[config.mk]
export PLATFORM = sky130hd
export DESIGN_NAME = win_arb
export DESIGN_NICKNAME = d
export VERILOG_FILES = /design/src/rtl/win_arb_pkg.sv /design/src/rtl/win_arb_policy.sv /design/src/rtl/win_arb_timer.sv /design/src/rtl/win_arb_grant.sv /design/src/rtl/win_arb.sv
export SDC_FILE = /design/constraint.sdc
export NUM_CORES = 1
export LEC_CHECK = 0
export ABC_CLOCK_PERIOD_IN_PS = 4000
export CORE_ASPECT_RATIO = 1.4
export CORE_MARGIN = 2
export CORE_UTILIZATION = 35
export DETAILED_ROUTE_END_ITERATION = 10
export DONT_BUFFER_PORTS = 1
export GPL_TIMING_DRIVEN = 0
export PLACE_DENSITY = 0.57
export SLEW_MARGIN = 5
export SYNTH_ARGS = -nofsm -noshare
export SYNTH_HDL_FRONTEND = slang
export SYNTH_SLANG_ARGS = --single-unit
[constraint.sdc]
create_clock -name clk -period 4 [get_ports clk]
set_input_delay 1 -clock clk [delete_from_list [all_inputs] [get_ports clk]]
set_output_delay 1 -clock clk [all_outputs]
set_load 0.01 [all_outputs]
[src/rtl/win_arb_pkg.sv]
package win_arb_pkg;
  typedef enum logic {
    OWN_DMA = 1'b0,
    OWN_CPU = 1'b1
  } owner_e;

  localparam logic [1:0] POL_NEVER  = 2'd0;
  localparam logic [1:0] POL_HALF   = 2'd1;
  localparam logic [1:0] POL_IDLE   = 2'd2;
  localparam logic [1:0] POL_ALWAYS = 2'd3;

  localparam int unsigned N_PORTS = 2;
endpackage

[src/rtl/win_arb_policy.sv]
module win_arb_policy
  import win_arb_pkg::*;
#(
  parameter int unsigned WIN_W = 8
) (
  input  logic [1:0]       pol,
  input  logic [WIN_W-1:0] remain,
  input  logic [WIN_W-1:0] len,
  input  logic             own_req,
  input  logic             rival_req,
  output logic             yield_ok
);
  logic allowed;

  always_comb begin
    unique case (pol)
      POL_NEVER:  allowed = 1'b0;
      POL_HALF:   allowed = (remain <= (len >> 1));
      POL_IDLE:   allowed = !own_req;
      POL_ALWAYS: allowed = 1'b1;
      default:    allowed = 1'b0;
    endcase
  end

  assign yield_ok = rival_req && allowed;
endmodule

[src/rtl/win_arb_timer.sv]
module win_arb_timer #(
  parameter int unsigned WIN_W = 8
) (
  input  logic             clk,
  input  logic             rst_n,
  input  logic [WIN_W-1:0] reset_len,
  input  logic             load,
  input  logic [WIN_W-1:0] load_len,
  output logic [WIN_W-1:0] remain,
  output logic             expired
);
  logic [WIN_W-1:0] cnt_q;

  always_ff @(posedge clk) begin
    if (!rst_n)
      cnt_q <= reset_len;
    else if (load)
      cnt_q <= load_len;
    else if (cnt_q != '0)
      cnt_q <= cnt_q - 1'b1;
  end

  assign remain  = cnt_q;
  assign expired = (cnt_q == '0);
endmodule

[src/rtl/win_arb_grant.sv]
module win_arb_grant
  import win_arb_pkg::*;
(
  input  logic                clk,
  input  logic                rst_n,
  input  logic                boundary,
  input  logic [N_PORTS-1:0]  req,
  input  logic                next_owner,
  output logic [N_PORTS-1:0]  gnt
);
  logic [N_PORTS-1:0] gnt_q;
  logic [N_PORTS-1:0] gnt_d;
  logic [N_PORTS-1:0] own_hot;
  logic [N_PORTS-1:0] rival_hot;

  assign own_hot   = next_owner ? 2'b10 : 2'b01;
  assign rival_hot = next_owner ? 2'b01 : 2'b10;

  always_comb begin
    gnt_d = gnt_q;
    if (boundary) begin
      if (|(req & own_hot))
        gnt_d = own_hot;
      else if (|(req & rival_hot))
        gnt_d = rival_hot;
      else
        gnt_d = '0;
    end
  end

  always_ff @(posedge clk) begin
    if (!rst_n)
      gnt_q <= '0;
    else
      gnt_q <= gnt_d;
  end

  assign gnt = gnt_q;
endmodule

[src/rtl/win_arb.sv]
module win_arb
  import win_arb_pkg::*;
#(
  parameter int unsigned WIN_W = 8
) (
  input  logic             clk,
  input  logic             rst_n,
  input  logic             dma_req,
  input  logic             dma_burst_done,
  input  logic             cpu_req,
  input  logic             cpu_burst_done,
  input  logic [WIN_W-1:0] cfg_dma_len,
  input  logic [WIN_W-1:0] cfg_cpu_len,
  input  logic [1:0]       cfg_dma_pol,
  input  logic [1:0]       cfg_cpu_pol,
  output logic [1:0]       gnt,
  output logic             win_cpu
);
  logic [N_PORTS-1:0] req;
  logic [N_PORTS-1:0] done;
  logic [N_PORTS-1:0] yield_ok;
  logic [WIN_W-1:0]   len_of  [N_PORTS];
  logic [1:0]         pol_of  [N_PORTS];
  logic [WIN_W-1:0]   remain;
  logic               expired;
  logic               boundary;
  logic               switch_win;
  owner_e             owner_q;
  owner_e             owner_d;
  logic [N_PORTS-1:0] gnt_w;

  assign req       = {cpu_req, dma_req};
  assign done      = {cpu_burst_done, dma_burst_done};
  assign len_of[0] = cfg_dma_len;
  assign len_of[1] = cfg_cpu_len;
  assign pol_of[0] = cfg_dma_pol;
  assign pol_of[1] = cfg_cpu_pol;

  // A boundary: no burst running, or the granted side ends its burst now.
  assign boundary = (gnt_w == '0) || (|(gnt_w & done));

  generate
    for (genvar p = 0; p < N_PORTS; p++) begin : g_pol
      win_arb_policy #(.WIN_W(WIN_W)) u_policy (
        .pol       (pol_of[p]),
        .remain    (remain),
        .len       (len_of[p]),
        .own_req   (req[p]),
        .rival_req (req[N_PORTS-1-p]),
        .yield_ok  (yield_ok[p])
      );
    end
  endgenerate

  assign switch_win = boundary && (expired || yield_ok[owner_q]);
  assign owner_d    = switch_win ? owner_e'(~owner_q) : owner_q;

  always_ff @(posedge clk) begin
    if (!rst_n)
      owner_q <= OWN_DMA;
    else
      owner_q <= owner_d;
  end

  win_arb_timer #(.WIN_W(WIN_W)) u_timer (
    .clk       (clk),
    .rst_n     (rst_n),
    .reset_len (cfg_dma_len),
    .load      (switch_win),
    .load_len  (len_of[owner_d]),
    .remain    (remain),
    .expired   (expired)
  );

  win_arb_grant u_grant (
    .clk        (clk),
    .rst_n      (rst_n),
    .boundary   (boundary),
    .req        (req),
    .next_owner (owner_d),
    .gnt        (gnt_w)
  );

  assign gnt     = gnt_w;
  assign win_cpu = (owner_q == OWN_CPU);
endmodule

==> results of run 1 <==
## flip-flops by register name (all words and copies together), names as in the netlist
register / flops
win_cpu: 1
u_grant.gnt: 2
u_timer.remain: 8
## layer usage
metal,vias to the layer above,part of all wire,track usage
li1,558,-,-
met4,0,0.020,0.0806
met5,-,0,0
met1,533,0.40,0.205
met2,45,0.53,0.335
met3,7,0.049,0.0298
## power breakdown
part | total, uW | internal, uW | switching [uW]
clock | 118 | 70.4 | 47.3
sequential | 234 | 169 | 65.8
combinational | 351 | 158 | 193
## final cells by class
class                   count  area, um2
flip-flops and latches     11        300
inverters                  21       78.8
clock buffers               4       45.0
plain buffers               7       37.5
well taps                  40       50.0
multi-input cells         109        832
fillers                   359       2070
## cell families after synthesis
kind of cell / Yosys count
compound gates: 39
xor+xnor: 8
fa+ha+maj: 15
buf+inv: 28
flops: 11
simple gates: 47
## placed cells by master (no fill, tap or decap), types with 2 or more instances in the layout
master     n
inv_1     21
nand2_1   15
ha_1      15
nor2_1    10
o22ai_1    8
a311o_1    8
edfxtp_1   8
clkbuf_1   6
a21oi_1    6
xor2_1     6
nor4b_1    6
a21o_1     3
o21ai_0    3
a211oi_1   3
nor3_1     3
clkbuf_8   3
dfxtp_1    3
nand4b_1   2
nor2b_1    2
nand3_1    2
xnor2_1    2
## critical path, stage by stage
cell       delay (ns)
inv_1            0.03
ha_1             0.30
a21o_1           0.16
a211oi_1         0.43
a211oi_1         0.17
a2111oi_2        0.48
o21bai_2         0.24
buf_6            0.21
a311o_1          0.36
## worst max path at each step
stage,start,to,slack [ns],cells past startpoint
after detailed placement,cfg_dma_len[6],u_timer.remain[0]$_DFFE_PP_,0.35,9
after global placement,cfg_dma_len[6],u_timer.remain[0]$_DFFE_PP_,0.42,9
after global routing,cfg_dma_len[6],u_timer.remain[0]$_DFFE_PP_,0.46,9
final,cfg_dma_len[6],u_timer.remain[0]$_DFFE_PP_,0.60,9
after CTS,cfg_dma_len[6],u_timer.remain[0]$_DFFE_PP_,0.61,9
after floorplan,cfg_dma_len[6],u_timer.remain[0]$_DFFE_PP_,0.80,9
## per-stage QoR
step	worst slack (ns)	cells	hold slack (ns)
6_report	0.600	192	0.635
4_1_cts	0.605	192	0.638
5_1_grt	0.462	192	0.659
2_1_floorplan	0.797	148	0.591
3_5_place_dp	0.348	188	0.630
3_3_place_gp	0.421	188	0.622
==> results.json, run 1 <==
{
  "setup_viol": 0,
  "drt-initial-drc-count": 38,
  "criticalPathCategory": "in2reg",
  "report.final.slew_viol_count": 0,
  "cts_tree": "yes",
  "syn_area_per_cell_um2": 8.44,
  "grt_usage": 0.184,
  "synth_enable_flop_cells": 8,
  "ys.warnings.count": 0,
  "globalplace.congestion": 0.923,
  "muxShareOfSynthArea": 0,
  "start_util": 0.366,
  "grt_pass1_wl_mm": 5.35,
  "postCtsResizedCells": 0,
  "hold_path_startpoint": "u_grant.gnt[0]$_SDFFE_PN0P_",
  "reg2reg_to": "u_timer.remain[0]$_DFFE_PP_",
  "async_reset_ff_frac": 0,
  "std_cell_rows": 25,
  "max_clock_freq_mhz": 294,
  "whs_path_depth": 1,
  "cts_setup_buffers": 0,
  "synth-seq-cells": 11,
  "synth_common_cells": "inv_1 (21), ha_1 (15), nand2_1 (15)",
  "syn_inst": 148,
  "antenna_left": 0,
  "powerDensity_nw_per_um2": 523,
  "wl_per_cell_um": 18.4,
  "grt_pass1_vias": 1175,
  "clk_latency_ns": 0.24,
  "clock-sinks": 11,
  "reg2reg_from": "u_timer.remain[5]$_DFFE_PP_",
  "via_per_inst": 5.95,
  "diodes": 0,
  "period_share": 0.850,
  "port_buffers": 0,
  "drtPass1Iterations": 4,
  "cp_max_fo": 10,
  "finalClockSkew_ns": 0.00284,
  "synth_compound_area_frac": 0.244,
  "r2r_slack_ns": 0.88,
  "syn2layout_area_growth_pct": 7.62,
  "antenna_found_initial": 0,
  "synth-main-ff-cell": "edfxtp_1",
  "ctsRootBufferMaster": "clkbuf_8",
  "finalWirelength_mm": 3.53,
  "synth_area_um2": 1250,
  "htree_levels": 1,
  "clock_path_buffers": 2,
  "synth-adder-area-share": 0.150,
  "num_vias": 1143,
  "fin_crit_ns": 3.40,
  "rsz0062_at_grt": "false",
  "timing.final.hold_violations": 0,
  "io_pins": 29,
  "grt.overflow.total": 0,
  "power.leakage_uw": 0.000574,
  "worstHoldPathType": "reg2reg",
  "place_area_um2": 1300,
  "worstPathRequired_ns": 3.99,
  "fp.dieH_um": 74.7,
  "arrival_ns": 3.39,
  "drive_above_1_share": 0.0724,
  "drc": 0,
  "total_power_uw": 703,
  "cap_violations": 0,
  "fin_util": 0.394,
  "netlist.area_leader.share": 0.192,
  "grt_max_degree": 11,
  "yosys.area_share.simple": 0.215,
  "synth_xor_area_frac": 0.0561,
  "yosysUniqueCellTypes": 37,
  "min_to": "u_grant.gnt[0]$_SDFFE_PN0P_",
  "seq_area_frac_synth": 0.240,
  "coreArea_um2": 3410,
  "ir_worst_vdd_v": 0.000237,
  "hold_buffers": 0,
  "slew_headroom": 0.625,
  "yosysMostFrequentCell": "inv_1",
  "outcome": "finished, final reports clean",
  "dp_hpwl_mm": 2.72,
  "synth_nets": 189,
  "dieArea_um2": 4070,
  "setup-tns-final_ns": 0,
  "cts_buffers": 3,
  "dieWidth_um": 54.5,
  "worstMarginPinSlew_ns": 0.563,
  "ys_top_cells_by_area": "edfxtp_1 (19%), ha_1 (15%), a311o_1 (6.4%)",
  "path_clk_slew_ns": 0.06,
  "fin_nets": 194,
  "start_kind": "primary input",
  "r2r_cells": 8,
  "stdcell_area_um2": 1340,
  "end_kind": "flop",
  "synth_top_area_cell": "edfxtp_1",
  "synth_top_family_by_area": "compound AO/OA/AOI/OAI gates"
}
Power figures use the tool's default switching activity.
==> inputs of run 2 (changes only) <==
--- a/config.mk
+++ b/config.mk
@@ -5,14 +5,14 @@
 export SDC_FILE = /design/constraint.sdc
 export NUM_CORES = 1
 export LEC_CHECK = 0
-export ABC_CLOCK_PERIOD_IN_PS = 4000
+export ABC_CLOCK_PERIOD_IN_PS = 2800
 export CORE_ASPECT_RATIO = 1.4
 export CORE_MARGIN = 2
 export CORE_UTILIZATION = 35
 export DETAILED_ROUTE_END_ITERATION = 10
 export DONT_BUFFER_PORTS = 1
 export GPL_TIMING_DRIVEN = 0
-export PLACE_DENSITY = 0.57
+export PLACE_DENSITY = 0.59
 export SLEW_MARGIN = 5
 export SYNTH_ARGS = -nofsm -noshare
 export SYNTH_HDL_FRONTEND = slang
==> constraint.sdc (replaced) <==
create_clock -name clk -period 2.8 [get_ports clk]
set_input_delay 0.7 -clock clk [delete_from_list [all_inputs] [get_ports clk]]
set_output_delay 0.7 -clock clk [all_outputs]
set_load 0.01 [all_outputs]
==> run 2 against run 1 <==
Cell count grew 6.3%. Clock skew decreased by 0.0018 ns. Sequential power up 37%. Final area increased by 14%. Combinational power is 93% higher. Largest power group unchanged.
==> results.json, run 2 (synthesis gave the netlist of run 1 again) <==
{
  "outcome": "finished, final reports clean",
  "slowest_stage": "ha_1",
  "clk_latency_ns": 0.24,
  "worst_setup_path_startpoint": "cfg_dma_len[7]",
  "crit_buf_inv": 3,
  "cpPeakStageDelay_ns": 0.33,
  "timing.final.hold_violations": 0,
  "whs_path_depth": 1,
  "grt_pass1_vias": 1150,
  "path_delay_family": "compound AO/OA/AOI/OAI gates",
  "cp_num_cells": 11,
  "period_share": 0.975,
  "worstPathRequired_ns": 2.79,
  "finalWirelength_mm": 3.72,
  "dp_hpwl_mm": 2.66,
  "dp_slack_ns": -0.250,
  "globalplace.congestion": 0.807,
  "criticalPathCategory": "in2reg",
  "dieArea_um2": 4070,
  "clock-sinks": 11,
  "cp_max_fo": 10,
  "power.leakage_uw": 0.000648,
  "coreArea_um2": 3410,
  "worstPathCellList": "inv_1 -> ha_1 -> nand4b_1 -> nor2_1 -> a211oi_2 -> a2111oi_4 -> buf_4 -> o21bai_4 -> buf_6 -> o22ai_1 -> a311o_1",
  "stdcell_area_um2": 1540,
  "ir_worst_vdd_v": 0.000361,
  "io_pins": 29,
  "report.final.slew_viol_count": 0,
  "finalClockSkew_ns": 0.00107,
  "gr-usage-met2": 0.324,
  "fp.dieH_um": 74.7,
  "arrival_ns": 2.72,
  "port_buffers": 0,
  "grt_pass1_wl_mm": 5.34,
  "r2r_cells": 10,
  "syn2layout_area_growth_pct": 22.9,
  "fillCellCount": 339,
  "grt_util_met3": 0.0298,
  "max_clock_freq_mhz": 366,
  "grt_usage": 0.181,
  "fin_ws_ns": 0.0699,
  "powerDensity_nw_per_um2": 762,
  "reg2reg_from": "u_timer.remain[5]$_DFFE_PP_",
  "grt.overflow.total": 0,
  "drive_above_1_share": 0.183,
  "antenna_left": 0,
  "grt_util_met1": 0.212,
  "dieWidth_um": 54.5,
  "slew_headroom": 0.572,
  "setup_viol": 0,
  "layout_common_cells": "inv_1 (20), nand2_1 (15), ha_1 (14), nor2_1 (10), buf_4 (9)",
  "cts_tree": "yes",
  "multi_input_area_um2": 918,
  "place_area_um2": 1320,
  "fin_cells": 204,
  "largest_reg_flops": 8,
  "start_kind": "primary input",
  "antenna_found_initial": 0,
  "worstMarginPinSlew_ns": 0.642,
  "diodes": 0,
  "drc": 0,
  "cap_violations": 0,
  "hold_path_startpoint": "u_grant.gnt[0]$_SDFFE_PN0P_",
  "clock_path_buffers": 2,
  "drt-initial-drc-count": 38,
  "drtPass1Iterations": 6,
  "worstHoldPathType": "reg2reg",
  "wl_per_cell_um": 18.2,
  "num_vias": 1201,
  "dp.cells": 188,
  "std_cell_rows": 25,
  "seqCellArea_um2": 300,
  "fin_nets": 206,
  "path_clk_slew_ns": 0.06,
  "end_kind": "flop",
  "layout_commonest_cell": "inv_1",
  "via_per_inst": 5.89,
  "fin_crit_ns": 2.73,
  "htree_levels": 1,
  "start_util": 0.366,
  "ctsRootBufferMaster": "clkbuf_8",
  "grt.busiest_layer": "met2",
  "grt_max_degree": 11,
  "largest-register": "u_timer.remain",
  "cts_buffers": 3,
  "rsz0062_at_grt": "true"
}
run 2: cell count changes in the layout (fill, tap and decap cells not counted), moves of 2 or more:
cell / delta
buf_4: +8
o21bai_4: +2
nor4b_2: +2
a211oi_1: -2
nor4b_1: -2
buf_6: +2
run 2: path summary, 6_finish.rpt:
kind                            slack, ns                           to
worst max-delay path                 0.07  u_timer.remain[3]$_DFFE_PP_
worst min-delay path                 0.64  u_grant.gnt[0]$_SDFFE_PN0P_
worst max register to register       0.08  u_timer.remain[6]$_DFFE_PP_
worst min register to register       0.64  u_grant.gnt[0]$_SDFFE_PN0P_
run 2: repair_timing:
item / in CTS / in global routing
cloned: 0 / 1
pin swaps: 0 / 9
setup endpoints to repair: 7 / 8
hold buffers: 0 / 0
resized for setup: 0 / 13
buffers inserted: 1 / 10
run 2: routing by layer:
metal	part of all wire	vias to the layer above	wire, um
met3	0.052	4	193
met1	0.40	573	1480
met2	0.54	37	2000
met5	0	-	0
li1	-	587	-
met4	0.012	0	46
run 2: layout make-up:
cell class / instances / share of cell area
buffer: 7 / 0.0269
clock buffer: 4 / 0.0293
inverter: 21 / 0.0530
multi-input combinational: 110 / 0.598
sequential: 11 / 0.196
tap: 40 / 0.0326
timing repair buffer: 11 / 0.0644
run 2: stage by stage:
stage | hold slack, ns | total power, uW | setup TNS [ns] | utilization
6_report | 0.636 | 1170 | 0 | 0.450
4_1_cts | 0.641 | 1020 | 0 | 0.404
5_1_grt | 0.664 | 1250 | -0.0790 | 0.450
3_5_place_dp | 0.633 | 845 | -1.75 | 0.388
2_1_floorplan | 0.591 | 722 | -0.00804 | -
3_3_place_gp | 0.621 | 831 | -1.70 | 0.388
run 2: power breakdown:
part / total [uW] / switching [uW] / leakage [uW] / internal (uW)
sequential: 321 / 80.9 / 0.000112 / 240
clock: 170 / 69.4 / 0.0000228 / 101
combinational: 678 / 344 / 0.000514 / 334
total: 1170 / 494 / 0.000648 / 675
